## src/rtl/i2c_addr_pkg.sv

```systemverilog
package i2c_addr_pkg;
    localparam int ADDR_W    = 7;
    localparam int BYTE_W    = ADDR_W + 1;
    localparam int DEF_SLOTS = 4;

    typedef logic [BYTE_W-1:0] byte_t;
    typedef logic [ADDR_W-1:0] addr_t;

    // Event captured on a successful comparison
    typedef struct packed {
        logic  gc;
        byte_t addr;
    } match_evt_t;

    // Masked 7-bit compare: set mask bits exclude that position
    function automatic logic masked_equal(addr_t rx_a, addr_t slot_a, addr_t dont_care);
        return ((rx_a ^ slot_a) & ~dont_care) == '0;
    endfunction
endpackage

```

## src/rtl/i2c_slot_compare.sv

```systemverilog
module i2c_slot_compare
    import i2c_addr_pkg::*;
#(
    parameter int NUM_SLOTS = DEF_SLOTS
) (
    input  byte_t                       rx_byte,
    input  logic [NUM_SLOTS*BYTE_W-1:0] slot_addr,
    input  logic [NUM_SLOTS*ADDR_W-1:0] slot_mask,
    output logic [NUM_SLOTS-1:0]        addr_hit,
    output logic [NUM_SLOTS-1:0]        gc_enable
);
    for (genvar s = 0; s < NUM_SLOTS; s++) begin : g_slot
        byte_t slot_byte;
        addr_t slot_dc;
        assign slot_byte   = slot_addr[s*BYTE_W +: BYTE_W];
        assign slot_dc     = slot_mask[s*ADDR_W +: ADDR_W];
        assign addr_hit[s] = masked_equal(rx_byte[BYTE_W-1:1], slot_byte[BYTE_W-1:1], slot_dc);
        assign gc_enable[s] = slot_byte[0];
    end
endmodule

```

## src/rtl/i2c_prio_pick.sv

```systemverilog
module i2c_prio_pick #(
    parameter int N     = 4,
    parameter int IDX_W = (N > 1) ? $clog2(N) : 1
) (
    input  logic [N-1:0]     req,
    output logic             found,
    output logic [IDX_W-1:0] idx
);
    always_comb begin
        found = 1'b0;
        idx   = '0;
        for (int i = N - 1; i >= 0; i--) begin
            if (req[i]) begin
                found = 1'b1;
                idx   = IDX_W'(i);
            end
        end
    end
endmodule

```

## src/rtl/i2c_match_event.sv

```systemverilog
module i2c_match_event
    import i2c_addr_pkg::*;
#(
    parameter int IDX_W = 2
) (
    input  logic             clk,
    input  logic             rst,
    input  logic             fire,
    input  match_evt_t       evt,
    input  logic [IDX_W-1:0] idx,
    input  logic             irq_clear,
    output logic             match_pulse,
    output logic [IDX_W-1:0] match_slot,
    output logic             gc_hit,
    output logic             rw_bit,
    output byte_t            rx_addr,
    output logic             irq
);
    always_ff @(posedge clk) begin
        if (rst) begin
            match_pulse <= 1'b0;
            match_slot  <= '0;
            gc_hit      <= 1'b0;
            rw_bit      <= 1'b0;
            rx_addr     <= '0;
            irq         <= 1'b0;
        end else begin
            match_pulse <= fire;
            if (fire) begin
                match_slot <= idx;
                gc_hit     <= evt.gc;
                rw_bit     <= evt.addr[0];
                rx_addr    <= evt.addr;
                irq        <= 1'b1;
            end else begin
                gc_hit <= 1'b0;
                if (irq_clear) irq <= 1'b0;
            end
        end
    end
endmodule

```

## src/rtl/i2c_addr_matcher.sv

```systemverilog
module i2c_addr_matcher
    import i2c_addr_pkg::*;
#(
    parameter int NUM_SLOTS = DEF_SLOTS,
    localparam int IDX_W    = (NUM_SLOTS > 1) ? $clog2(NUM_SLOTS) : 1
) (
    input  logic                        clk,
    input  logic                        rst,
    input  logic                        start_seen,
    input  logic                        byte_valid,
    input  logic [BYTE_W-1:0]           rx_byte,
    input  logic [NUM_SLOTS*BYTE_W-1:0] slot_addr,
    input  logic [NUM_SLOTS*ADDR_W-1:0] slot_mask,
    input  logic                        irq_clear,
    output logic                        match_pulse,
    output logic [IDX_W-1:0]            match_slot,
    output logic                        gc_hit,
    output logic                        rw_bit,
    output logic [BYTE_W-1:0]           rx_addr,
    output logic                        irq
);
    logic [NUM_SLOTS-1:0] addr_hit, gc_enable, sel_req;
    logic                 any_hit, armed, is_gc, fire;
    logic [IDX_W-1:0]     win_idx;
    match_evt_t           evt;

    i2c_slot_compare #(.NUM_SLOTS(NUM_SLOTS)) u_cmp (
        .rx_byte   (rx_byte),
        .slot_addr (slot_addr),
        .slot_mask (slot_mask),
        .addr_hit  (addr_hit),
        .gc_enable (gc_enable)
    );

    // A zero byte is judged only as a General Call
    assign is_gc   = (rx_byte == '0);
    assign sel_req = is_gc ? gc_enable : addr_hit;

    i2c_prio_pick #(.N(NUM_SLOTS), .IDX_W(IDX_W)) u_pick (
        .req   (sel_req),
        .found (any_hit),
        .idx   (win_idx)
    );

    // Armed from a START until the next completed byte
    always_ff @(posedge clk) begin
        if (rst)             armed <= 1'b0;
        else if (start_seen) armed <= 1'b1;
        else if (byte_valid) armed <= 1'b0;
    end

    assign fire     = byte_valid && armed && any_hit;
    assign evt.gc   = is_gc;
    assign evt.addr = rx_byte;

    i2c_match_event #(.IDX_W(IDX_W)) u_evt (
        .clk         (clk),
        .rst         (rst),
        .fire        (fire),
        .evt         (evt),
        .idx         (win_idx),
        .irq_clear   (irq_clear),
        .match_pulse (match_pulse),
        .match_slot  (match_slot),
        .gc_hit      (gc_hit),
        .rw_bit      (rw_bit),
        .rx_addr     (rx_addr),
        .irq         (irq)
    );
endmodule

```

## config.mk

```make
export PLATFORM = sky130hd
export DESIGN_NAME = i2c_addr_matcher
export DESIGN_NICKNAME = d
export VERILOG_FILES = /design/src/rtl/i2c_addr_pkg.sv /design/src/rtl/i2c_slot_compare.sv /design/src/rtl/i2c_prio_pick.sv /design/src/rtl/i2c_match_event.sv /design/src/rtl/i2c_addr_matcher.sv
export SDC_FILE = /design/constraint.sdc
export NUM_CORES = 1
export LEC_CHECK = 0
export ABC_AREA = 1
export ABC_CLOCK_PERIOD_IN_PS = 1500
export BUFFER_PORTS_ARGS = -buffer_cell sky130_fd_sc_hd__buf_2
export CAP_MARGIN = 20
export CORE_MARGIN = 1
export CORE_UTILIZATION = 39
export CTS_CLUSTER_SIZE = 8
export DETAILED_ROUTE_END_ITERATION = 10
export PLACE_DENSITY = 0.78
export SLEW_MARGIN = 20
export SYNTH_ARGS = -nofsm -noshare
export SYNTH_HDL_FRONTEND = slang
export SYNTH_HIERARCHICAL = 1
export SYNTH_SLANG_ARGS = --single-unit
export TNS_END_PERCENT = 30
```

## constraint.sdc

```tcl
create_clock -name clk -period 1.5 [get_ports clk]
set_input_delay 0 -clock clk [delete_from_list [all_inputs] [get_ports clk]]
set_output_delay 0 -clock clk [all_outputs]
set_load 0.02 [all_outputs]
```

==> flow_summary.json, run 1 <==
{
  "crit_path_max_fanout": 9,
  "start_util": 0.409,
  "n_antenna_cell": 0,
  "grt_antenna_before_repair": 0,
  "io_pins": 87,
  "place_hpwl_mm": 2.88,
  "die_area_sq_um": 3770,
  "dieHeight_um": 61.4,
  "worstSkewPairLatency_ns": 0.28,
  "maxSlewViolCount": 0,
  "synth_cell_type_count": 20,
  "cts_tree": "built",
  "ff_latch_area_sq_um": 280,
  "synth_edf_count": 0,
  "clkSinkCount": 14,
  "post_drt_wl_per_cell_um": 8.76,
  "synth.area.top_cells": "nand2_1 25%, dfxtp_1 20%, nor2_1 16%",
  "syn_avg_cell_area_sq_um": 5.19,
  "globalRouteOverflowTotal": 0,
  "synth.top_cell.area_share": 0.251,
  "critical_path_class": "in -> reg",
  "drt-total-wl_mm": 3.50,
  "dp_slack_ns": -0.110,
  "yosysTopAreaCell": "nand2_1",
  "synth_common_cells": "92 x nand2_1, 57 x nor2_1, 47 x inv_1, 14 x dfxtp_1, 12 x nand3_1",
  "hp-class": "in -> reg",
  "p_leak_nw": 1.22,
  "core_sq_um": 3360,
  "dieWidth_um": 61.4,
  "grt_pass1_vias": 1455,
  "setup_viol": 0,
  "fill_cells": 352,
  "clkTransAtPathRegs_ns": 0.08,
  "finClkSkew_ns": 0.00993,
  "viasPerCell": 4.29,
  "dp_cells": 392,
  "syn_nets": 338,
  "post_route_cells_drive_above_1_share": 0.328,
  "max_slew_margin": 0.854,
  "status": "finished clean",
  "drtIter0Drc": 16,
  "period_share": 0.910,
  "yosysWarnings": 6,
  "drc": 0,
  "vdd_drop_max_mv": 0.283,
  "place.gp.congestion": 0.760,
  "multi_input_area_sq_um": 825,
  "crit_required_ns": 1.67,
  "p_per_area_nw_per_um2": 554,
  "grt_max_degree": 13,
  "synthFlopType": "dfxtp_1",
  "worst_pin_slew_ns": 0.219,
  "async_flop_share": 0,
  "cts.path.max_buffers": 2,
  "numCtsBuffers": 3,
  "synth_area_sq_um": 1380,
  "area.growth.synth_to_final_pct": 39.3,
  "final_hold_viol_count": 0,
  "root_buffer": "clkbuf_4",
  "grt_pass1_wl_mm": 5.36,
  "period_needed_ns": 1.37,
  "fp-row-count": 21,
  "portBuffers": 86,
  "cp_data_arrival_time_ns": 1.54,
  "cap_violations": 0,
  "ant_nets": 0,
  "ys_ff_latch": 14,
  "fin_nets": 428,
  "finalNonFillerCells": 400,
  "dr.pass1.iters": 4,
  "fmax_mhz": 732,
  "seq_area_frac_synth": 0.204,
  "cp-start-kind": "primary input",
  "synth.most_common_cell": "nand2_1",
  "netlist_instances": 265,
  "cts-htree-levels": 1,
  "track_usage": 0.184,
  "vias": 1716,
  "cp-end-kind": "flip-flop",
  "setup_ws_ns": 0.135
}
==> registers in the layout, indices dropped and copies added (netlist names) <==
| register | cells |
|---|---|
| u_evt/rx_addr | 8 |
| armed | 1 |
| u_evt/irq | 1 |
| u_evt/match_slot | 2 |
| u_evt/gc_hit | 1 |
| u_evt/match_pulse | 1 |
==> through the flow <==
stage / hold slack, ns / TNS (ns) / instance area, sq um / utilization / power (mW)
floorplan: 0.0724 / 0 / 1380 / - / 0.636
global placement: 0.195 / -0.522 / 1820 / 0.540 / 0.778
detailed placement: 0.199 / -0.999 / 1820 / 0.540 / 0.786
CTS: 0.0448 / 0 / 1880 / 0.560 / 1.06
global route: 0.0752 / -0.00233 / 1920 / 0.570 / 1.14
finish: 0.0465 / 0 / 1920 / 0.570 / 1.06
==> cells in the final DEF (no fill, tap or decap), types with 2 or more instances in the layout <==
| master | n |
|---|---|
| nor2_4 | 2 |
| nand2_1 | 91 |
| inv_1 | 47 |
| o21ai_1 | 2 |
| buf_4 | 5 |
| or2_0 | 4 |
| o21ai_0 | 2 |
| nand3b_1 | 2 |
| nand3_1 | 12 |
| nor2_1 | 55 |
| clkbuf_4 | 5 |
| nand3b_2 | 3 |
| inv_2 | 4 |
| dfxtp_1 | 14 |
| nor2_2 | 5 |
| dlygate4sd3_1 | 3 |
| buf_2 | 84 |
| nand2_2 | 3 |
| a21oi_1 | 5 |
==> logic make-up (layout without fill, tap and decap cells) <==
kind of cell | count (synthesis) | in the layout | share of synthesized area
AO/OA/AOI/OAI | 10 | 10 | 0.0391
buffers and inverters | 62 | 151 | 0.206
flip-flops | 14 | 14 | 0.204
AND/OR/NAND/NOR | 179 | 179 | 0.551
==> final timing paths <==
path / from / endpoint / slack (ns) / depth (start not counted)
max: rx_byte[7] / u_evt/rx_addr[2]$_SDFFE_PP0P_ / 0.13 / 13
max reg2reg: armed$_SDFFE_PP0P_ / armed$_SDFFE_PP0P_ / 0.31 / 3
min reg2reg: u_evt/rx_addr[4]$_SDFFE_PP0P_ / u_evt/rx_addr[4]$_SDFFE_PP0P_ / 0.48 / 2
min: rx_byte[0] / u_evt/rx_addr[0]$_SDFFE_PP0P_ / 0.05 / 5
==> metal layers <==
metal / GRT usage / share of wire / vias up
met2: 0.354 / 0.48 / 60
met1: 0.219 / 0.45 / 715
met3: 0.0420 / 0.068 / 0
met4: 0.00317 / 0 / 0
li1: - / - / 941
met5: 0 / 0 / -
==> critical path, cell delays in order <==
cell             delay (ns)
buf_2                  0.14
buf_4                  0.14
nor2_1                 0.12
nand2_2                0.11
o21ai_0                0.17
nand2_1                0.11
nor2_2                 0.15
nand2_1                0.08
nand2_2                0.09
nor2_4                 0.04
clkdlybuf4s15_2        0.22
nor2_1                 0.13
nor2_2                 0.05
==> cell type report <==
type / count / area share
clock buffers: 4 / 0.0189
inverters: 51 / 0.0999
multi-input cells: 189 / 0.430
flip-flops and latches: 14 / 0.146
well taps: 46 / 0.0300
repair buffers: 96 / 0.274
==> where the power goes <==
part / internal, mW / leakage [nW] / total, mW / switching (mW)
clock: 0.148 / 0.0210 / 0.267 / 0.120
sequential: 0.388 / 0.114 / 0.397 / 0.00832
combinational: 0.183 / 1.08 / 0.397 / 0.214
==> timing repair <==
item | in CTS | in global routing
hold endpoints to repair | 2 | 0
setup endpoints to repair | 0 | 10
buffers inserted | 0 | 0
hold buffers | 3 | 0
gates resized for setup | 0 | 9
Power figures use the tool's default switching activity.
==> run 2: changes to the inputs <==
--- a/config.mk
+++ b/config.mk
@@ -14,6 +14,7 @@
 export CTS_CLUSTER_SIZE = 8
 export DETAILED_ROUTE_END_ITERATION = 10
 export PLACE_DENSITY = 0.78
+export REMOVE_ABC_BUFFERS = 1
 export SLEW_MARGIN = 20
 export SYNTH_ARGS = -nofsm -noshare
 export SYNTH_HDL_FRONTEND = slang
==> run 2 against run 1 <==
Compared with the run above: critical endpoint is now u_evt/rx_addr[7]$_SDFFE_PP0P_; highest routed layer is now met4; non-clock buffer count grew 1; worst hold slack lost 0.0033 ns; die area stayed put; register-to-register slack improved by 0.02 ns; worst setup slack improved by 0.084 ns; via count shrank 1.5%; sequential share of layout area is 0.15 points higher; cell area shrank 1.0%; largest power group is now combinational cells; sequential power hardly changed.
==> flow_summary.json, run 2 (synthesized netlist as in run 1, its figures left out) <==
{
  "critical_path_class": "in -> reg",
  "final_cell_mix": "92 x nand2_1, 87 x buf_2, 55 x nor2_1",
  "vdd_drop_max_mv": 0.429,
  "die_area_sq_um": 3770,
  "cp-end-kind": "flip-flop",
  "post_cts_buffers": 0,
  "min_to": "u_evt/rx_addr[0]$_SDFFE_PP0P_",
  "reg_top3": "u_evt/rx_addr: 8 flops, u_evt/match_slot: 2 flops",
  "r2r-end": "armed$_SDFFE_PP0P_",
  "n_antenna_cell": 0,
  "cts_tree": "built",
  "maxSlewViolCount": 0,
  "root_buffer": "clkbuf_4",
  "use_met2": 0.357,
  "fin_area_sq_um": 1900,
  "cp_data_arrival_time_ns": 1.47,
  "portBuffers": 86,
  "area.growth.synth_to_final_pct": 37.9,
  "cp-start-kind": "primary input",
  "ff_latch_area_sq_um": 280,
  "start_util": 0.409,
  "crit_path_max_fanout": 11,
  "grt_antenna_before_repair": 0,
  "period_share": 0.854,
  "fp-row-count": 21,
  "hp-class": "in -> reg",
  "viasPerCell": 4.23,
  "dieWidth_um": 61.4,
  "post_route_cells_drive_above_1_share": 0.325,
  "grt_pass1_vias": 1400,
  "cap_violations": 0,
  "top_usage_layer": "met2",
  "grtUsageMet3": 0.0441,
  "grt_pass1_wl_mm": 5.33,
  "largest_reg_flops": 8,
  "place.gp.congestion": 0.790,
  "clkSinkCount": 14,
  "crit_required_ns": 1.69,
  "crit_chain": "buf_2 > buf_4 > nor2_1 > nand2_2 > nor2_4 > nand2_1 > nand2_1 > nor2_1 > nand2_1 > nand2_1 > nor2_4 > buf_6 > nand2_1 > nand2_1 > nor2_1",
  "crit_top_cell": "nand2_1",
  "numCtsBuffers": 3,
  "place_hpwl_mm": 2.84,
  "max_slew_margin": 0.837,
  "io_pins": 87,
  "fmax_mhz": 781,
  "cts.path.max_buffers": 2,
  "holdPathStages": 5,
  "dr.pass1.iters": 4,
  "cpMaxStageDelayCell": "nor2_4",
  "top_register": "u_evt/rx_addr",
  "r2r_slack_ns": 0.33,
  "fin_nets": 429,
  "status": "finished clean",
  "setup_viol": 0,
  "core_sq_um": 3360,
  "vias": 1690,
  "drc": 0,
  "dieHeight_um": 61.4,
  "final_hold_viol_count": 0,
  "track_usage": 0.191,
  "ant_nets": 0,
  "slowest_delay_ns": 0.16,
  "place_area_sq_um": 1820,
  "grt_max_degree": 13,
  "final_common_cell": "nand2_1",
  "period_needed_ns": 1.28,
  "finClkSkew_ns": 0.00393,
  "rr_worst_depth": 3,
  "finalCoreUtilization": 0.564,
  "clkTransAtPathRegs_ns": 0.08,
  "p_leak_nw": 1.22,
  "post_drt_wl_per_cell_um": 8.94,
  "worstSkewPairLatency_ns": 0.29,
  "holdCritStartpoint": "rx_byte[0]",
  "r2r-start": "armed$_SDFFE_PP0P_",
  "drt-total-wl_mm": 3.58,
  "drtIter0Drc": 82,
  "globalRouteOverflowTotal": 0,
  "worst_pin_slew_ns": 0.244,
  "multi_input_area_sq_um": 822,
  "cts-htree-levels": 1,
  "met1_usage": 0.210,
  "timing.hold.ws_ns": 0.0432,
  "fill_cells": 360,
  "p_per_area_nw_per_um2": 529
}
## run 2: worst max-delay path, delay by kind of cell
| kind | cells | cell delay, ns |
|---|---|---|
| buf+inv | 3 | 0.45 |
| simple gates | 12 | 1.02 |
## run 2: metal layers
| metal | routed length (um) | share of wire |
|---|---|---|
| met2 | 1660 | 0.46 |
| met3 | 242 | 0.068 |
| met4 | 72 | 0.020 |
| met5 | 0 | 0 |
| met1 | 1610 | 0.45 |
## run 2: worst max-delay path by stage
stage,endpoint,slack (ns),cells after the start,from
CTS,u_evt/rx_addr[4]$_SDFFE_PP0P_,0.25,15,rx_byte[7]
global placement,u_evt/rx_addr[2]$_SDFFE_PP0P_,-0.03,15,rx_byte[7]
global route,u_evt/rx_addr[4]$_SDFFE_PP0P_,-0.002,15,rx_byte[7]
detailed placement,u_evt/rx_addr[4]$_SDFFE_PP0P_,-0.06,15,rx_byte[7]
finish,u_evt/rx_addr[7]$_SDFFE_PP0P_,0.22,15,rx_byte[7]
floorplan,u_evt/rx_addr[2]$_SDFFE_PP0P_,-0.33,13,rx_byte[7]
## run 2: area by class of cell
class | instances | area share
multi-input combinational | 189 | 0.434
tap | 46 | 0.0304
inverter | 51 | 0.101
timing repair buffer | 97 | 0.275
clock buffer | 3 | 0.0119
sequential | 14 | 0.148
## run 2: per-stage QoR
stage | instances | power [mW] | setup TNS [ns] | setup slack (ns)
2_1_floorplan | 254 | 0.608 | -3.80 | -0.331
3_3_place_gp | 393 | 0.780 | -0.131 | -0.0265
3_5_place_dp | 393 | 0.787 | -0.511 | -0.0618
4_1_cts | 399 | 1.00 | 0 | 0.245
5_1_grt | 400 | 1.08 | -0.00388 | -0.00208
6_report | 400 | 1.00 | 0 | 0.219
## run 2: power by group
part	leakage [nW]	switching, mW	internal (mW)
Sequential	0.114	0.00715	0.388
Clock	0.0138	0.117	0.0935
Combinational	1.09	0.213	0.182
Total	1.22	0.338	0.664
## run 2: timing repair
| action | 4_1_cts | 5_1_grt |
|---|---|---|
| endpoints found under the setup margin | 0 | 9 |
| gates resized for setup | 0 | 8 |
| endpoints found under the hold margin | 2 | 0 |
| hold buffers | 3 | 0 |
